$ cat config.mk
export PLATFORM = sky130hd
export DESIGN_NAME = nand_ecc_skip_seq
export DESIGN_NICKNAME = d
export VERILOG_FILES = /design/src/rtl/ecc_skip_pkg.sv /design/src/rtl/ecc_sect_track.sv /design/src/rtl/ecc_spare_win.sv /design/src/rtl/ecc_rem_count.sv /design/src/rtl/nand_ecc_skip_seq.sv
export SDC_FILE = /design/constraint.sdc
export NUM_CORES = 1
export LEC_CHECK = 0
export BUFFER_PORTS_ARGS = -buffer_cell sky130_fd_sc_hd__buf_2
export CAP_MARGIN = 20
export CORE_MARGIN = 3
export CORE_UTILIZATION = 45
export CTS_CLUSTER_DIAMETER = 80
export DETAILED_ROUTE_END_ITERATION = 8
export GPL_ROUTABILITY_DRIVEN = 0
export PLACE_DENSITY_LB_ADDON = 0.05
export SYNTH_ARGS = -nofsm -noshare
export SYNTH_HDL_FRONTEND = slang
export SYNTH_SLANG_ARGS = --single-unit
$ cat constraint.sdc
create_clock -name clk_i -period 2.04 [get_ports clk_i]
set_clock_uncertainty 0.2 [all_clocks]
set_input_delay 0 -clock clk_i [delete_from_list [all_inputs] [get_ports clk_i]]
set_output_delay 0 -clock clk_i [all_outputs]
set_load 0.03 [all_outputs]
$ cat src/rtl/ecc_skip_pkg.sv
package ecc_skip_pkg;
  localparam int unsigned SECT_SMALL = 512;
  localparam int unsigned SECT_LARGE = 1024;
  localparam int unsigned BYTE_W     = $clog2(SECT_LARGE);
  localparam int unsigned LVL_W      = 3;
  localparam int unsigned REMCNT_W   = 4;

  typedef enum logic [1:0] {
    ST_IDLE  = 2'd0,
    ST_SECT  = 2'd1,
    ST_SPARE = 2'd2,
    ST_USER  = 2'd3
  } seq_state_e;
endpackage

$ cat src/rtl/ecc_sect_track.sv
module ecc_sect_track
  import ecc_skip_pkg::*;
#(
  parameter int unsigned SECT_W = 3
) (
  input  logic              clk_i,
  input  logic              rst_ni,
  input  logic              clr_i,
  input  logic              adv_i,
  input  logic              sect_1k_i,
  input  logic [SECT_W-1:0] sect_last_i,
  output logic [SECT_W-1:0] sector_o,
  output logic              page_end_o
);
  localparam logic [BYTE_W-1:0] LAST_S = BYTE_W'(SECT_SMALL - 1);
  localparam logic [BYTE_W-1:0] LAST_L = BYTE_W'(SECT_LARGE - 1);

  logic [BYTE_W-1:0] byte_q;
  logic [SECT_W-1:0] sect_q;
  logic              sect_end;

  assign sect_end   = (byte_q == (sect_1k_i ? LAST_L : LAST_S));
  assign page_end_o = sect_end && (sect_q == sect_last_i);
  assign sector_o   = sect_q;

  always_ff @(posedge clk_i or negedge rst_ni) begin
    if (!rst_ni) begin
      byte_q <= '0;
      sect_q <= '0;
    end else if (clr_i) begin
      byte_q <= '0;
      sect_q <= '0;
    end else if (adv_i) begin
      if (sect_end) begin
        byte_q <= '0;
        // index holds on the last sector through the spare phase
        if (!page_end_o) sect_q <= sect_q + SECT_W'(1);
      end else begin
        byte_q <= byte_q + BYTE_W'(1);
      end
    end
  end
endmodule

$ cat src/rtl/ecc_spare_win.sv
module ecc_spare_win #(
  parameter int unsigned SPARE_W = 8
) (
  input  logic               clk_i,
  input  logic               rst_ni,
  input  logic               load_i,
  input  logic [SPARE_W-1:0] load_val_i,
  input  logic               inc_i,
  input  logic [SPARE_W-1:0] spare_size_i,
  input  logic [SPARE_W-1:0] win_start_i,
  input  logic [SPARE_W-1:0] win_end_i,
  output logic               in_win_o,
  output logic               win_empty_o,
  output logic               spare_last_o,
  output logic               win_last_o
);
  localparam logic [SPARE_W-1:0] ONE = SPARE_W'(1);

  logic [SPARE_W-1:0] off_q;

  assign win_empty_o  = (win_start_i > win_end_i);
  assign in_win_o     = !win_empty_o && (off_q >= win_start_i) && (off_q <= win_end_i);
  assign spare_last_o = (off_q == (spare_size_i - ONE));
  assign win_last_o   = (off_q == win_end_i);

  always_ff @(posedge clk_i or negedge rst_ni) begin
    if (!rst_ni)     off_q <= '0;
    else if (load_i) off_q <= load_val_i;
    else if (inc_i)  off_q <= off_q + ONE;
  end
endmodule

$ cat src/rtl/ecc_rem_count.sv
module ecc_rem_count
  import ecc_skip_pkg::*;
(
  input  logic [LVL_W-1:0]    lvl_i,
  output logic [REMCNT_W-1:0] cnt_o
);
  always_comb begin
    case (lvl_i)
      3'd0:    cnt_o = REMCNT_W'(1);
      3'd1:    cnt_o = REMCNT_W'(2);
      3'd2:    cnt_o = REMCNT_W'(4);
      3'd3:    cnt_o = REMCNT_W'(8);
      default: cnt_o = REMCNT_W'(12);
    endcase
  end
endmodule

$ cat src/rtl/nand_ecc_skip_seq.sv
module nand_ecc_skip_seq
  import ecc_skip_pkg::*;
#(
  parameter int unsigned MAX_SECTORS = 8,
  parameter int unsigned SPARE_W     = 8,
  localparam int unsigned SECT_W     = (MAX_SECTORS > 1) ? $clog2(MAX_SECTORS) : 1
) (
  input  logic                clk_i,
  input  logic                rst_ni,
  input  logic                data_cmd_i,
  input  logic                user_cmd_i,
  input  logic                byte_vld_i,
  input  logic                sect_1k_i,
  input  logic [SECT_W-1:0]   sect_last_i,
  input  logic [SPARE_W-1:0]  spare_size_i,
  input  logic [SPARE_W-1:0]  ecc_start_i,
  input  logic [SPARE_W-1:0]  ecc_end_i,
  input  logic [LVL_W-1:0]    bch_lvl_i,
  output logic                rem_en_o,
  output logic                ecc_area_o,
  output logic [SECT_W-1:0]   sector_o,
  output logic                done_o,
  output logic [REMCNT_W-1:0] rem_regs_o
);
  seq_state_e         state_q, state_d;
  logic               done_q, done_d;
  logic               sect_clr, sect_adv, page_end;
  logic               off_load, off_inc;
  logic [SPARE_W-1:0] off_load_val;
  logic               in_win, win_empty, spare_last, win_last;

  ecc_sect_track #(.SECT_W(SECT_W)) u_sect (
    .clk_i       (clk_i),
    .rst_ni      (rst_ni),
    .clr_i       (sect_clr),
    .adv_i       (sect_adv),
    .sect_1k_i   (sect_1k_i),
    .sect_last_i (sect_last_i),
    .sector_o    (sector_o),
    .page_end_o  (page_end)
  );

  ecc_spare_win #(.SPARE_W(SPARE_W)) u_win (
    .clk_i        (clk_i),
    .rst_ni       (rst_ni),
    .load_i       (off_load),
    .load_val_i   (off_load_val),
    .inc_i        (off_inc),
    .spare_size_i (spare_size_i),
    .win_start_i  (ecc_start_i),
    .win_end_i    (ecc_end_i),
    .in_win_o     (in_win),
    .win_empty_o  (win_empty),
    .spare_last_o (spare_last),
    .win_last_o   (win_last)
  );

  ecc_rem_count u_rem (
    .lvl_i (bch_lvl_i),
    .cnt_o (rem_regs_o)
  );

  always_comb begin
    state_d      = state_q;
    done_d       = 1'b0;
    sect_clr     = 1'b0;
    sect_adv     = 1'b0;
    off_load     = 1'b0;
    off_load_val = '0;
    off_inc      = 1'b0;
    case (state_q)
      ST_IDLE: begin
        if (data_cmd_i) begin
          state_d  = ST_SECT;
          sect_clr = 1'b1;
        end else if (user_cmd_i) begin
          if (win_empty) begin
            done_d = 1'b1;
          end else begin
            state_d      = ST_USER;
            off_load     = 1'b1;
            off_load_val = ecc_start_i;
          end
        end
      end
      ST_SECT: begin
        if (byte_vld_i) begin
          sect_adv = 1'b1;
          if (page_end) begin
            if (spare_size_i == '0) begin
              state_d = ST_IDLE;
              done_d  = 1'b1;
            end else begin
              state_d  = ST_SPARE;
              off_load = 1'b1;
            end
          end
        end
      end
      ST_SPARE: begin
        if (byte_vld_i) begin
          if (spare_last) begin
            state_d = ST_IDLE;
            done_d  = 1'b1;
          end else begin
            off_inc = 1'b1;
          end
        end
      end
      ST_USER: begin
        if (byte_vld_i) begin
          if (win_last) begin
            state_d = ST_IDLE;
            done_d  = 1'b1;
          end else begin
            off_inc = 1'b1;
          end
        end
      end
      default: state_d = ST_IDLE;
    endcase
  end

  always_ff @(posedge clk_i or negedge rst_ni) begin
    if (!rst_ni) begin
      state_q <= ST_IDLE;
      done_q  <= 1'b0;
    end else begin
      state_q <= state_d;
      done_q  <= done_d;
    end
  end

  // enable qualifies the byte present in this cycle
  assign rem_en_o   = byte_vld_i &&
                      ((state_q == ST_SECT) || ((state_q == ST_SPARE) && !in_win));
  assign ecc_area_o = ((state_q == ST_SPARE) && in_win) || (state_q == ST_USER);
  assign done_o     = done_q;
endmodule

==> out/metrics.yaml <==
cts_tree: "built"
ys_top_cells_by_area: "dfrtp_1 26%, ha_1 15%, xnor2_1 5.7%"
ant_nets: 0
placed_cells: 423
vias: 2277
max_clock_freq_ghz: 0.4222
leakage_nw: 1.585
hold_viol: 0
fin_area_mm2: 0.003239
max_slew.worst_pin.slew_ps: 585.7
crit_slowest_cell: "dfrtp_1"
timing.hold.ws_ps: 10.28
grt_pass1_vias: 2155
grt.total_usage_pct: 20.11
synth-seq-cells: 24
r2r_slack_ps: -160
crit_path_start: "u_win.off_q[1]"
syn_area_mm2: 0.002302
grt_pass1_wl_um: 9908
routed_wl_um: 5905
grt-ovfl-total: 0
slowest_delay_ps: 420
fillCellCount: 408
ys_seq_area_share_pct: 26.09
p_total_mw: 2.595
max_slew_margin_pct: 60.95
required_ps: 1840
syn-num-nets: 341
path_class: "reg2out"
p_per_area_mw_per_mm2: 801.0
final_core_util_pct: 66.81
row_count: 25
yosys.area_share.xor_xnor_pct: 9.891
crit_chain: "ha_4, nor2b_4, o21a_1, o21a_1, o211ai_1, a221o_1, nand4_1, and3_4, buf_6"
route.detailed.drc: 0
area_delta_synth_final_pct: 40.71
die-area_mm2: 0.006010
start_kind: "register"
synth_compound_area_share_pct: 17.07
setup_tns_ps: -1558
cts_max_path_buffers: 2
die_w_um: 77.53
violations: "setup timing"
synthArstFlopShare_pct: 100.0
maxCapViolCount: 0
yosys.area.top_type: "dfrtp_1"
clkPwrFrac_pct: 12.8
p_switching_mw: 1.016
via_per_inst: 5.140
switching_share_pct: 39.17
synth_top_family_by_area: "simple AND/OR/NAND/NOR gates"
yosys_most_used_dff: "dfrtp_1"
yosysWarnings: 0
dpl.hpwl_um: 4640
dpl_cell_area_mm2: 0.002905
core_area_mm2: 0.004848
drt_iter0_markers: 90
wl_per_cell_um: 13.33
critPathMaxFanout: 2
vdd_drop_max_mv: 0.5731
hp-start: "byte_vld_i"
end_kind: "output port"
pre_cts_slack_ps: -141.3
hp-class: "in2reg"
initial_core_util_pct: 47.48
synth.avg_cell_area_um2: 8.311
synth_cells: 277
synthSimpleGateAreaFrac_pct: 24.02
setup_ws_ps: -328.3
numPortBuffers: 45
cts-buffers-inserted: 3
cts_root_buf: "clkbuf_8"
drtPass1Iterations: 4
rsz0062_at_grt: "true"
clkTransAtPathRegs_ps: 90
crit_arrival_ps: 2170
fin_crit_sh_pct: 116.1
synthAdderAreaFrac_pct: 15.22
ys_types: 52
drive_above_1_share_pct: 34.84
p_comb_share_pct: 56.3
synth-edff-count: 0
die_y_um: 77.53
status: "complete, but fails checks"
crit_top_cell: "o21a_1"
grt_max_degree: 25
synth_top_area_share_pct: 26.09
insertedDiodeCount: 0
seq_power_share_pct: 31.0
synthMuxAreaShare_pct: 2.283
setup-violations-final: 11
clock_sinks: 24
final_nets: 441
antenna_found_initial: 0
reg2reg_from: "u_win.off_q[1]"
clock_latency_ps: 270
pin_count: 46
power.internal_mw: 1.579
final_cells: 443
yosysMostFrequentCell: "ha_1"
final_max_slew_viol_count: 0
synthTopCellsByCount: "28 x ha_1, 27 x nand2_1, 24 x dfrtp_1"
min_period_ps: 2368
cts-htree-levels: 1
## power by group through the flow
| stage | sequential [mW] | combinational [mW] | clock [mW] |
|---|---|---|---|
| 2_1_floorplan | 0.817 | 0.768 | 0 |
| 3_5_place_dp | 0.800 | 1.30 | 0 |
| 6_report | 0.803 | 1.46 | 0.331 |
| 3_3_place_gp | 0.791 | 1.30 | 0 |
| 4_1_cts | 0.798 | 1.43 | 0.342 |
| 5_1_grt | 0.831 | 1.64 | 0.364 |
## routing by layer
| metal | up-vias | track usage (%) | wire length (µm) |
|---|---|---|---|
| li1 | 1176 | - | - |
| met1 | 1043 | 30.22 | 3030 |
| met2 | 56 | 30.48 | 2586 |
| met3 | 2 | 3.480 | 264 |
| met4 | 0 | 3.381 | 24 |
| met5 | - | 0 | 0 |
## final timing paths
path / depth (start not counted) / endpoint
setup / recovery: 9 / rem_en_o
min in group asynchronous: 2 / u_sect.byte_q[6]
hold reg to reg: 1 / u_sect.byte_q[3]
max in group asynchronous: 2 / u_win.off_q[4]
setup reg to reg: 8 / state_q[0]
hold / removal: 3 / done_o
## sequential cells by signal, indices dropped and copies added (netlist names)
name,count
u_win.off_q,8
done_o,1
u_sect.sector_o,3
u_sect.byte_q,10
state_q,2
## worst max-delay path: cells and delay by family (launching register included)
family	cells	cell delay, ps
simple gates	3	430
compound gates	4	650
buf+inv	1	120
fa+ha+maj	1	280
flops	1	420
## final cells by class
| type | count | area [µm²] | area share, % |
|---|---|---|---|
| multi-input combinational | 222 | 1695 | 52.34 |
| inverter | 22 | 82.58 | 2.549 |
| clock buffer | 4 | 55.05 | 1.699 |
| timing repair buffer | 104 | 715.7 | 22.09 |
| tap | 67 | 83.83 | 2.588 |
| sequential | 24 | 606.8 | 18.73 |
## cells by family (layout without fill, tap and decap cells)
logic type,after synthesis,in the layout
DFF,24,24
adders and majority gates,28,28
AOI/OAI and AO/OA,60,60
buffers and inverters,31,130
xor gates and xnor gates,26,26
muxes,5,5
and+or+nand+nor,103,103
## placed cells by master (no fill, tap or decap), types with 2 or more instances in the layout
master and n:
buf_2 43, and2_1 2, and4b_1 2, or2_1 2, nor3b_2 2, nand2b_1 4, inv_1 22, nor2_1 15
buf_6 4, a21oi_1 10, dfrtp_2 5, nand4_1 7, nand3b_1 2, nor2_2 2, xnor2_1 13, xor2_1 11
nor3_1 7, nand3_1 8, o21ai_0 11, nor3_2 4, a21o_1 6, nand2_1 27, o21bai_1 2, nor2b_1 4
o21a_1 2, o211ai_1 4, ha_1 27, a31o_2 2, buf_4 46, dlygate4sd3_1 11, a21oi_2 3, and3_1 3
o21ai_1 10, nor3_4 2, dfrtp_1 19, xnor2_2 2, clkbuf_8 4, mux2i_1 3
## timing repair
action	in CTS	in global routing
setup endpoints to repair	13	17
hold buffers	11	0
resized for setup	25	10
pin swaps	7	6
buffers inserted	2	3
hold endpoints to repair	34	0
(Power assumes the default switching activity.)
